==> config.mk <==
export PLATFORM = sky130hd
export DESIGN_NAME = pwr_wake_ctrl
export DESIGN_NICKNAME = d
export VERILOG_FILES = /design/src/rtl/pwr_wake_pkg.sv /design/src/rtl/pwr_rst_sync.sv /design/src/rtl/pwr_wake_edge.sv /design/src/rtl/pwr_wake_fsm.sv /design/src/rtl/pwr_freq_hold.sv /design/src/rtl/pwr_wake_ctrl.sv
export SDC_FILE = /design/constraint.sdc
export NUM_CORES = 1
export LEC_CHECK = 0
export BUFFER_PORTS_ARGS = -buffer_cell sky130_fd_sc_hd__buf_2
export CORE_MARGIN = 2
export CORE_UTILIZATION = 50
export CTS_CLUSTER_DIAMETER = 40
export DETAILED_ROUTE_END_ITERATION = 7
export PLACE_DENSITY = 0.87
export SLEW_MARGIN = 20
export SYNTH_ARGS = -nofsm -noshare
export SYNTH_HDL_FRONTEND = slang
export SYNTH_SLANG_ARGS = --single-unit
==> constraint.sdc <==
create_clock -name clk -period 1.3 [get_ports clk]
set_input_delay 0.26 -clock clk [delete_from_list [all_inputs] [get_ports clk]]
set_output_delay 0.26 -clock clk [all_outputs]
set_load 0.01 [all_outputs]
==> src/rtl/pwr_wake_pkg.sv <==
package pwr_wake_pkg;

  typedef enum logic [1:0] {
    ST_RUN   = 2'd0,
    ST_STOP  = 2'd1,
    ST_PROBE = 2'd2,
    ST_WARM  = 2'd3
  } pw_state_e;

  typedef enum logic [1:0] {
    FQ_6144  = 2'd0,
    FQ_12288 = 2'd1,
    FQ_3072  = 2'd2,
    FQ_4096  = 2'd3
  } mclk_freq_e;

  localparam logic [1:0] MODE_STOP = 2'b11;
  localparam int CFG_IDIS_BIT = 2;
  localparam int CFG_FREQ_LSB = 3;
  localparam int CFG_FREQ_W   = 3;

  function automatic mclk_freq_e freq_decode(input logic [CFG_FREQ_W-1:0] code);
    case (code)
      3'b001:  freq_decode = FQ_12288;
      3'b010:  freq_decode = FQ_3072;
      3'b100:  freq_decode = FQ_4096;
      default: freq_decode = FQ_6144;
    endcase
  endfunction

endpackage

==> src/rtl/pwr_rst_sync.sv <==
module pwr_rst_sync #(
  parameter int STAGES = 2
) (
  input  logic clk,
  input  logic rst_n,
  output logic rst_sync_n
);

  logic [STAGES-1:0] chain_q;

  always_ff @(posedge clk or negedge rst_n) begin
    if (!rst_n) begin
      chain_q <= '0;
    end else begin
      chain_q[0] <= 1'b1;
      for (int i = 1; i < STAGES; i++) begin
        chain_q[i] <= chain_q[i-1];
      end
    end
  end

  assign rst_sync_n = chain_q[STAGES-1];

endmodule

==> src/rtl/pwr_wake_edge.sv <==
module pwr_wake_edge #(
  parameter int SYNC_STAGES = 2,
  parameter bit RST_VAL     = 1'b0,
  parameter bit DETECT_FALL = 1'b0
) (
  input  logic clk,
  input  logic rst_n,
  input  logic din,
  output logic edge_o
);

  logic lvl;
  logic prev_q;

  generate
    if (SYNC_STAGES == 0) begin : g_direct
      assign lvl = din;
    end else begin : g_sync
      logic [SYNC_STAGES-1:0] pipe_q;
      always_ff @(posedge clk or negedge rst_n) begin
        if (!rst_n) begin
          pipe_q <= {SYNC_STAGES{RST_VAL}};
        end else begin
          pipe_q[0] <= din;
          for (int i = 1; i < SYNC_STAGES; i++) begin
            pipe_q[i] <= pipe_q[i-1];
          end
        end
      end
      assign lvl = pipe_q[SYNC_STAGES-1];
    end
  endgenerate

  always_ff @(posedge clk or negedge rst_n) begin
    if (!rst_n) prev_q <= RST_VAL;
    else        prev_q <= lvl;
  end

  generate
    if (DETECT_FALL) begin : g_fall
      assign edge_o = prev_q & ~lvl;
    end else begin : g_rise
      assign edge_o = ~prev_q & lvl;
    end
  endgenerate

endmodule

==> src/rtl/pwr_wake_fsm.sv <==
module pwr_wake_fsm
  import pwr_wake_pkg::*;
#(
  parameter int WAKE_CYC = 2
) (
  input  logic clk,
  input  logic rst_n,
  input  logic stop_req,
  input  logic wake,
  input  logic probe,
  input  logic noise,
  input  logic tick,
  input  logic ack,
  output logic osc_run_o,
  output logic run_o,
  output logic int_pend_o
);

  localparam int CNT_W = $clog2(WAKE_CYC + 1);
  localparam logic [CNT_W-1:0] CNT_LAST = CNT_W'(WAKE_CYC - 1);

  pw_state_e state_q, state_d;
  logic [CNT_W-1:0] cnt_q, cnt_d;
  logic pend_q, pend_d;
  logic req_prev_q;
  logic stop_edge;

  assign stop_edge = stop_req & ~req_prev_q;

  always_comb begin
    state_d = state_q;
    cnt_d   = cnt_q;
    pend_d  = pend_q & ~ack;
    case (state_q)
      ST_RUN: begin
        if (stop_edge) begin
          state_d = ST_STOP;
          pend_d  = 1'b0;
        end
      end
      ST_STOP: begin
        if (wake) begin
          state_d = ST_WARM;
          cnt_d   = '0;
        end else if (probe) begin
          state_d = ST_PROBE;
        end
      end
      ST_PROBE: begin
        if (wake) begin
          state_d = ST_WARM;
          cnt_d   = '0;
        end else if (noise) begin
          state_d = ST_STOP;
        end
      end
      ST_WARM: begin
        if (tick) begin
          if (cnt_q == CNT_LAST) begin
            state_d = ST_RUN;
            pend_d  = 1'b1;
          end else begin
            cnt_d = cnt_q + 1'b1;
          end
        end
      end
      default: state_d = ST_RUN;
    endcase
  end

  always_ff @(posedge clk or negedge rst_n) begin
    if (!rst_n) begin
      state_q    <= ST_RUN;
      cnt_q      <= '0;
      pend_q     <= 1'b0;
      req_prev_q <= 1'b0;
    end else begin
      state_q    <= state_d;
      cnt_q      <= cnt_d;
      pend_q     <= pend_d;
      req_prev_q <= stop_req;
    end
  end

  assign osc_run_o  = (state_q != ST_STOP);
  assign run_o      = (state_q == ST_RUN);
  assign int_pend_o = pend_q;

  assert_cnt_bound_R7: assert property (@(posedge clk) disable iff (!rst_n)
    (state_q == ST_WARM) |-> (cnt_q < CNT_W'(WAKE_CYC)));

  assert_pend_after_warm_R7: assert property (@(posedge clk) disable iff (!rst_n)
    $rose(pend_q) |-> ($past(state_q) == ST_WARM));

  assert_noise_silent_R8: assert property (@(posedge clk) disable iff (!rst_n)
    (state_q == ST_PROBE && noise && !wake) |=> (!osc_run_o && !pend_q));

  assert_stop_cause_R2: assert property (@(posedge clk) disable iff (!rst_n)
    $fell(osc_run_o) |-> ($past(stop_req) || $past(noise)));

endmodule

==> src/rtl/pwr_freq_hold.sv <==
module pwr_freq_hold
  import pwr_wake_pkg::*;
(
  input  logic                  clk,
  input  logic                  rst_n,
  input  logic                  upd_en,
  input  logic [CFG_FREQ_W-1:0] code,
  output logic [1:0]            freq_o
);

  mclk_freq_e freq_q, freq_d;

  assign freq_d = freq_decode(code);

  always_ff @(posedge clk or negedge rst_n) begin
    if (!rst_n)      freq_q <= FQ_6144;
    else if (upd_en) freq_q <= freq_d;
  end

  assign freq_o = freq_q;

  assert_freq_hold_R10: assert property (@(posedge clk) disable iff (!rst_n)
    !upd_en |=> $stable(freq_q));

endmodule

==> src/rtl/pwr_wake_ctrl.sv <==
module pwr_wake_ctrl
  import pwr_wake_pkg::*;
#(
  parameter int SYNC_STAGES = 2,
  parameter int RST_STAGES  = 2,
  parameter int WAKE_CYC    = 2
) (
  input  logic       clk,
  input  logic       rst_n,
  input  logic [7:0] cfg,
  input  logic       ien_act,
  input  logic       ien_bus,
  input  logic       bus_master,
  input  logic       act_event,
  input  logic       sreq_n,
  input  logic       sclk_in,
  input  logic       line_probe,
  input  logic       line_noise,
  input  logic       mclk_tick,
  input  logic       int_ack,
  output logic       osc_run,
  output logic       int_n,
  output logic [1:0] freq_sel
);

  logic rst_i_n;
  logic act_rise, sreq_fall, sclk_rise;
  logic bus_evt, int_en, stop_req, wake;
  logic run, int_pend;

  pwr_rst_sync #(.STAGES(RST_STAGES)) u_rst (
    .clk(clk), .rst_n(rst_n), .rst_sync_n(rst_i_n)
  );

  pwr_wake_edge #(.SYNC_STAGES(0), .RST_VAL(1'b0), .DETECT_FALL(1'b0)) u_act_edge (
    .clk(clk), .rst_n(rst_i_n), .din(act_event), .edge_o(act_rise)
  );

  pwr_wake_edge #(.SYNC_STAGES(SYNC_STAGES), .RST_VAL(1'b1), .DETECT_FALL(1'b1)) u_sreq_edge (
    .clk(clk), .rst_n(rst_i_n), .din(sreq_n), .edge_o(sreq_fall)
  );

  pwr_wake_edge #(.SYNC_STAGES(SYNC_STAGES), .RST_VAL(1'b0), .DETECT_FALL(1'b0)) u_sclk_edge (
    .clk(clk), .rst_n(rst_i_n), .din(sclk_in), .edge_o(sclk_rise)
  );

  assign int_en   = ~cfg[CFG_IDIS_BIT];
  assign stop_req = (cfg[1:0] == MODE_STOP);
  assign bus_evt  = bus_master ? sreq_fall : sclk_rise;
  assign wake     = int_en & ((act_rise & ien_act) | (bus_evt & ien_bus));

  pwr_wake_fsm #(.WAKE_CYC(WAKE_CYC)) u_fsm (
    .clk(clk), .rst_n(rst_i_n),
    .stop_req(stop_req), .wake(wake), .probe(line_probe), .noise(line_noise),
    .tick(mclk_tick), .ack(int_ack),
    .osc_run_o(osc_run), .run_o(run), .int_pend_o(int_pend)
  );

  pwr_freq_hold u_freq (
    .clk(clk), .rst_n(rst_i_n), .upd_en(run),
    .code(cfg[CFG_FREQ_LSB +: CFG_FREQ_W]), .freq_o(freq_sel)
  );

  assign int_n = ~(int_pend & int_en & osc_run);

  assert_restart_qualified_R3: assert property (@(posedge clk) disable iff (!rst_i_n)
    $rose(osc_run) |-> ($past(line_probe) || $past(int_en)));

  assert_int_after_clock_R7: assert property (@(posedge clk) disable iff (!rst_i_n)
    $fell(int_n) |-> $past(osc_run));

  assert_int_quiet_stopped_R9: assert property (@(posedge clk) disable iff (!rst_i_n)
    (!run && !$past(run)) |-> int_n);

endmodule

==> results of run 1 <==
[cells by family (layout without fill, tap and decap cells)]
logic type,after synthesis,count (layout)
simple gates,27,27
compound gates,17,17
flops,17,17
fa+ha+maj,5,5
buf+inv,4,53
mux,3,3
xor+xnor,2,2
other cells,1,1
[critical path: cells and delay by family (launching register included)]
family	cells	cell delay [ns]
adder cells (fa/ha/maj)	1	0.17
flip-flops	1	0.42
AND/OR/NAND/NOR	2	0.12
buffers and inverters	3	0.32
[power by group through the flow]
| stage | registers (mW) | clock network [mW] | logic [mW] |
|---|---|---|---|
| 6_report | 0.746 | 0.258 | 2.04 |
| 5_1_grt | 0.757 | 0.295 | 2.14 |
| 4_1_cts | 0.714 | 0.273 | 1.44 |
| 3_5_place_dp | 0.730 | 0 | 1.18 |
| 3_3_place_gp | 0.723 | 0 | 1.11 |
| 2_1_floorplan | 0.742 | 0 | 0.663 |
[area by class of cell]
cell class | count | area, µm²
Multi-Input combinational cell | 55 | 586
Sequential cell | 17 | 430
Timing Repair Buffer | 45 | 320
Fill cell | 97 | 289
Clock buffer | 3 | 22.5
Tap cell | 17 | 21.3
Inverter | 4 | 15.0
Clock inverter | 1 | 5.00
[synth_stat cells]
cell	number
inv_1	4
a31oi_1	3
xnor2_1	2
o21ai_0	3
nand2_1	6
conb_1	1
nand4b_1	1
nand4bb_4	1
a21oi_1	4
dfrtp_1	14
and2_1	1
nand4bb_1	2
ha_1	5
mux2_2	2
mux2_4	1
a22oi_2	1
nor2b_1	3
a21boi_1	1
nor2_1	4
nand3b_1	2
dfstp_2	3
nor4b_1	1
o221ai_1	4
and4_1	1
nand2b_1	3
a31o_4	1
nor3_1	2
[state kept, by name (all words and copies together), names as in the netlist, 2 cells and up]
register                   flops
u_fsm.state_q                  2
u_fsm.cnt_q                    2
u_freq.freq_o                  2
u_sclk_edge.g_sync.pipe_q      2
u_rst.chain_q                  2
u_sreq_edge.g_sync.pipe_q      2
[per-layer routing]
metal  GRT usage [%]  vias to the layer above
met5               0                        -
met4            8.57                        0
met3            1.98                        6
met2            35.8                       27
met1            27.3                      383
li1                -                      379
[how the worst max path moves through the flow]
stage	start	end	depth (start not counted)
final	u_fsm.state_q[1]	int_n	6
after global routing	u_fsm.state_q[1]	int_n	6
after CTS	u_sreq_edge.prev_q	u_fsm.state_q[0]	4
after detailed placement	u_sreq_edge.prev_q	u_fsm.state_q[0]	4
after global placement	u_sreq_edge.prev_q	u_fsm.state_q[0]	4
after floorplan	u_sreq_edge.prev_q	u_fsm.state_q[0]	4
[what timing repair did]
action	in CTS	in global routing
setup endpoints to repair	8	9
endpoints found under the hold margin	2	0
buffers inserted	7	4
pin swaps	4	10
gates resized for setup	10	25
hold buffers	1	0
==> metrics.md, run 1 <==
| Metric | Value |
|---|---|
| Fmax | `636 MHz` |
| Clock tree from TritonCTS | `done` |
| Slowest stage delay, CP | `between 0.4 and 0.5 ns` |
| Largest family of logic cells by synthesized area | `simple AND/OR/NAND/NOR gates` |
| Pre-antenna DRT Iters | `4` |
| #FFs+latches synth | `17` |
| Most common cell after layout, fill and taps aside | `buf_2` |
| Synth Area in Compound Gates | `roughly 14%` |
| Setup TNS | `-1.46 ns` |
| Final Max Tran Viols | `0` |
| Fin Hold WS | `between 0.07 and 0.08 ns` |
| Max-cap violations | `0` |
| Pwr Total | `around 3.0 mW` |
| Commonest cells after routing, fill and taps aside | `buf_2, buf_4, dfrtp_1` |
| Simple-Gate Fraction of Synth Area | `a little over a fifth` |
| Slew Limit Headroom | `between 60% and 70%` |
| 1st-iter DRT viols | `10` |
| Gate Count Post-Synth | `76` |
| Area delta synth->final | `60.1%` |
| Sw Ratio | `37.4%` |
| Htree depth | `1` |
| Comb pwr share | `roughly two thirds` |
| Placed inst area | `approximately 1100 µm²` |
| Synth area leader | `dfrtp_1` |
| Crit end category | `primary output` |
| Clock share of power | `8.5%` |
| RSZ-0062 raised after global routing | `yes` |
| RR Endpoint | `u_fsm.state_q[0]` |
| Antenna violations before repair | `0` |
| Post-Place Cells | `127` |
| Post-synthesis cell type count | `27` |
| Switching power total | `roughly 1.1 mW` |
| Crit-path cells | `inv_2 -> ha_4 -> buf_6 -> nor2_2 -> nand2_1 -> buf_2` |
| Total die area | `between 2000 and 2500 µm²` |
| Synth top area share | `40.1%` |
| Power Density | `approximately 2200 nW/µm²` |
| Initial core utilization | `between 50% and 60%` |
| Fraction of layout cells with a size suffix above 1 | `about three fifths` |
| Place WS | `-0.184 ns` |
| GR Overflow Total | `0` |
| Worst min-delay path class | `primary input to flop` |
| Violated checks | `negative setup slack` |
| Diode count | `0` |
| Core Rows | `15` |
| Top routing layer in use | `met4` |
| CTS Root Cell | `clkbuf_4` |
| Critical-path top delay cell | `dfrtp_1` |
| Register area share after synthesis | `~49%` |
| Clk_lat worst skew | `roughly 0.28 ns` |
| R2r startpoint | `u_sreq_edge.prev_q` |
| Largest net degree at the start of global routing | `16` |
| Hold violation total from the final report | `0` |
| Die Span Y | `45.8 µm` |
| Startpoint Class | `flop` |
| Fraction of the mapped netlist area in adder cells | `about 7.2%` |
| Final setup viols | `8` |
| Int Pwr | `about 1.9 mW` |
| CORE AREA | `1690 µm²` |
| Drt drc | `0` |
| Routed met1 length | `1.03 mm` |
| Wire length per cell | `roughly 17 µm` |
| Worst EP required | `about 1.0 ns` |
| Tcrit/Tclk final | `121%` |
| CP Max Fanout | `2` |
| Reg2reg path depth | `4` |
| Die width | `about 46 µm` |
| Vias in the first global route | `between 700 and 800` |
| Worst Slack Setup Final | `-0.271 ns` |
| Yosys warning total | `0` |
| Layout Skew | `approximately 0.0048 ns` |
| First-pass GRT wire length | `roughly 3.1 mm` |
| P_leak | `about 0.61 nW` |
| Reg-to-reg setup timing slack | `-0.25 ns` |
| Final cell area excluding filler cells | `about 1400 µm²` |
| Worst hold stages | `1` |
| Synth Area in XOR/XNOR | `2.00%` |
| Vias per cell | `5.60` |
| Setup CP Type | `flop to primary output` |
| Port bufs | `21` |
| Sink Count | `17` |
| Slew of the pin with the lowest slew margin | `~0.56 ns` |
| Worst hold path startpoint | `sreq_n` |
| Syn nets | `101` |
| Num CTS Buffers | `3` |
| Min Tclk post-route | `about 1.6 ns` |
| WL met3 | `slightly below 100 µm` |
| Dpl hpwl | `between 1.5 and 2 mm` |
| RePlAce Congestion | `between 0.7 and 0.8` |
| Multiplexer share of the synthesized area | `under 10%` |
| Critical path arrival | `between 1 and 1.5 ns` |
| Non-Filler Instances | `approximately 140` |
| Status | `finished with violations` |
| Longest Clk Path Bufs | `2` |
| Layout Utilization | `between 80% and 90%` |
| Fin nets | `around 150` |
| Peak VDD IR | `about 1.4 mV` |
| Avg Synthesized Cell Area | `11.5 µm²` |
| Reg clk slew, reported paths | `0.09 ns` |
| # IOs | `24` |
| Post-route ant nets | `0` |
| WL final | `between 2 and 2.5 mm` |
| Gr usage total | `between 20% and 30%` |
| Routed via count | `795` |
| Met2 Routed Length | `1.27 mm` |
| Leading post-synthesis cells by cell area | `dfrtp_1, dfstp_2, ha_1` |
| Worst Hold Path EP | `u_sreq_edge.g_sync.pipe_q[0]` |
| Register share of total power | `24.5%` |
| Syn Std Cell Area | `about 870 µm²` |
No activity file was read; power rests on OpenSTA's default activity.
==> run 2: changes to the inputs <==
--- a/config.mk
+++ b/config.mk
@@ -5,12 +5,14 @@
 export SDC_FILE = /design/constraint.sdc
 export NUM_CORES = 1
 export LEC_CHECK = 0
+export ABC_AREA = 1
 export BUFFER_PORTS_ARGS = -buffer_cell sky130_fd_sc_hd__buf_2
 export CORE_MARGIN = 2
-export CORE_UTILIZATION = 50
+export CORE_UTILIZATION = 49
 export CTS_CLUSTER_DIAMETER = 40
+export CTS_CLUSTER_SIZE = 25
 export DETAILED_ROUTE_END_ITERATION = 7
-export PLACE_DENSITY = 0.87
+export PLACE_DENSITY = 0.86
 export SLEW_MARGIN = 20
 export SYNTH_ARGS = -nofsm -noshare
 export SYNTH_HDL_FRONTEND = slang
==> metrics.md, run 2 <==
| Metric | Value |
|---|---|
| Cell count along the critical path | `9 (+3)` |
| Hold violation total from the final report | `0 (unchanged)` |
| Diode count | `0 (unchanged)` |
| Commonest cells post-synth | `nand2_1, inv_1, dfrtp_1, nor2_1` |
| Setup CP Type | `flop to flop` |
| Top cell family by delay on the critical path | `flip-flops` |
| Gr usage total | `22.8% (+1.8 points)` |
| Final setup viols | `7 (-1)` |
| Worst Setup EP | `u_fsm.state_q[0]` |
| Yosys warning total | `0 (unchanged)` |
| Post-synthesis cell type count | `19 (-30%)` |
| Commonest cells after routing, fill and taps aside | `nand2_1, buf_2, dfrtp_1` |
| WL final | `2.43 mm (-1.4%)` |
| Crit-path cells | `buf_6 -> inv_4 -> ha_2 -> inv_2 -> o22ai_4 -> nand2_1 -> nand3_1 -> nand2_1 -> nand2_1` |
| Antenna violations before repair | `0 (unchanged)` |
| Clock tree from TritonCTS | `done` |
| Routed via count | `825 (+3.8%)` |
| Worst min-delay path class | `primary input to flop` |
| #FFs+latches synth | `17 (unchanged)` |
| Violated checks | `negative setup slack` |
| Longest Clk Path Bufs | `2 (unchanged)` |
| Power Density | `2140 nW/µm² (-1.5%)` |
| Die width | `44.5 µm (-2.9%)` |
| Worst hold stages | `1 (unchanged)` |
| Fraction of layout cells with a size suffix above 1 | `55.2% (-6.4 points)` |
| Synth top area share | `43.6% (+3.6 points)` |
| Worst EP required | `1.54 ns (+0.50 ns)` |
| Avg Synthesized Cell Area | `8.83 µm² (-23%)` |
| Htree depth | `1 (unchanged)` |
| Fin nets | `160 (+6.0%)` |
| Most common cell after layout, fill and taps aside | `nand2_1` |
| Critical path arrival | `1.81 ns (+0.50 ns)` |
| Drt drc | `0 (unchanged)` |
| CP Buf/Inv Count | `3 (unchanged)` |
| Fmax | `639 MHz (+0.36%)` |
| # IOs | `24 (unchanged)` |
| 1st-iter DRT viols | `23 (+13)` |
| Area delta synth->final | `58.7%` |
| Reg clk slew, reported paths | `0.10 ns (about the same)` |
| Worst hold path startpoint | `sreq_n` |
| Clk_lat worst skew | `0.30 ns (+0.02 ns)` |
| Leading post-synthesis cells by cell area | `dfrtp_1, nand2_1, dfstp_2` |
| Tcrit/Tclk final | `120% (-0.43 points)` |
| Num CTS Buffers | `3 (unchanged)` |
| Final Max Tran Viols | `0 (unchanged)` |
| Max-cap violations | `0 (unchanged)` |
| Vias per cell | `5.50 (-1.8%)` |
| GR Overflow Total | `0 (unchanged)` |
| Top_reg_cell synth | `dfrtp_1` |
| Place WS | `-0.143 ns (+0.0407 ns)` |
| Layout Utilization | `83.7% (+0.77 points)` |
| Largest net degree at the start of global routing | `16 (unchanged)` |
| Worst Slack Setup Final | `-0.266 ns (+0.00561 ns)` |
| Wire length per cell | `16.2 µm (-6.6%)` |
| Port bufs | `21 (unchanged)` |
| Non-Filler Instances | `150 (+5.6%)` |
| Layout Skew | `0.00753 ns (+0.00275 ns)` |
| CP Max Fanout | `4 (+2)` |
| Most used cell, CP | `nand2_1` |
| RR Endpoint | `u_fsm.state_q[0]` |
| Syn Std Cell Area | `803 µm² (-8.2%)` |
| CTS Root Cell | `clkbuf_4` |
| Sink Count | `17 (unchanged)` |
| Syn nets | `116 (+15%)` |
| Peak VDD IR | `1.27 mV (-6.7%)` |
| R2r startpoint | `u_fsm.state_q[0]` |
| Post-synth EDFFs | `0 (unchanged)` |
| Vias in the first global route | `750 (+0.94%)` |
| Die Span Y | `44.5 µm (-2.9%)` |
| Status | `finished with violations` |
| Critical-path top delay cell | `dfrtp_2` |
| CP startpoint | `u_fsm.state_q[0]` |
| Total die area | `1980 µm² (-5.7%)` |
| RePlAce Congestion | `0.739 (-3.2%)` |
| Synth area leader | `dfrtp_1` |
| Count leader, synth | `nand2_1` |
| Startpoint Class | `flop` |
| Crit end category | `flop` |
| Fraction of registers with async set/reset | `100% (unchanged)` |
| Reg-to-reg setup timing slack | `-0.27 ns (-0.02 ns)` |
| Core Rows | `14 (-1)` |
| Min Tclk post-route | `1.57 ns (-0.00561 ns)` |
| CORE AREA | `1520 µm² (-9.8%)` |
| Pre-antenna DRT Iters | `4 (unchanged)` |
| Slowest stage delay, CP | `0.48 ns (+0.06 ns)` |
| Dpl hpwl | `1.21 mm (-21%)` |
| Gate Count Post-Synth | `91 (+20%)` |
| P_leak | `0.634 nW (+4.3%)` |
| Register area share after synthesis | `53.4% (+4.4 points)` |
| First-pass GRT wire length | `3.19 mm (+2.0%)` |
| Post-Place Cells | `134 (+5.5%)` |
| Slew of the pin with the lowest slew margin | `0.619 ns (+0.0551 ns)` |
| Reg2reg path depth | `9 (+5)` |
| RSZ-0062 raised after global routing | `yes` |
| Post-route ant nets | `0 (unchanged)` |
| Slew Limit Headroom | `58.7% (-3.7 points)` |
| Initial core utilization | `52.7% (+0.93 points)` |
| Setup TNS | `-1.11 ns (+0.351 ns)` |
## run 2: metrics by stage
stage | cell area [µm²] | power [mW] | hold slack (ns)
after floorplan | 818 | 1.25 | -0.0356
after global placement | 988 | 1.53 | 0.0450
after detailed placement | 988 | 1.58 | 0.0502
after CTS | 1140 | 2.21 | 0.0422
after global routing | 1270 | 2.85 | 0.0358
final | 1270 | 2.73 | 0.0552
## run 2: final cells by class
class                      count  area, µm²
fill                          84        249
clock buffer                   3       22.5
clock inverter                 1       5.00
tap                           16       20.0
inverter                      15       66.3
multi-input combinational     59        444
timing repair buffer          39        287
sequential                    17        430
## run 2: worst min path at each step
stage,to,slack (ns)
floorplan,u_rst.chain_q[0],-0.04
global placement,u_rst.chain_q[0],0.04
detailed placement,u_rst.chain_q[0],0.05
CTS,u_sreq_edge.g_sync.pipe_q[0],0.04
global route,u_sreq_edge.g_sync.pipe_q[0],0.04
finish,u_sreq_edge.g_sync.pipe_q[0],0.06
## run 2: cell families (layout without fill, tap and decap cells)
group | Yosys count | in the layout | share of synthesized area, %
AOI/OAI and AO/OA | 13 | 13 | 9.81
adders and majority gates | 5 | 5 | 7.79
buffers and inverters | 15 | 58 | 7.01
DFF | 17 | 17 | 53.4
other | 1 | 1 | 0.467
and+or+nand+nor | 40 | 40 | 21.5
## run 2: power breakdown
group          leakage, nW  internal [mW]  switching (mW)  total, mW
sequential           0.205          0.629          0.0911      0.720
combinational        0.412          0.879           0.841       1.72
clock               0.0177          0.115           0.173      0.288
## run 2: worst reg2reg max path, cell delays in order (launching register included)
cell and delay (ns):
dfrtp_2 0.48, buf_6 0.14, inv_4 0.05, ha_2 0.18, inv_2 0.05, o22ai_4 0.19, nand2_1 0.12, nand3_1 0.14
nand2_1 0.10, nand2_1 0.06
## run 2: metal layers
layer,track usage (%),vias to the layer above,share of wire (%)
met5,0,-,0
met4,10.9,0,4.3
met3,4.08,12,3.4
met2,44.1,36,55
met1,23.0,401,37
li1,-,376,-
## run 2: repair_timing
item	in CTS	in global routing
cloned	0	0
pin swaps	8	8
hold buffers	1	0
setup endpoints to repair	7	9
buffers inserted	6	6
resized for setup	20	20
hold endpoints to repair	2	0
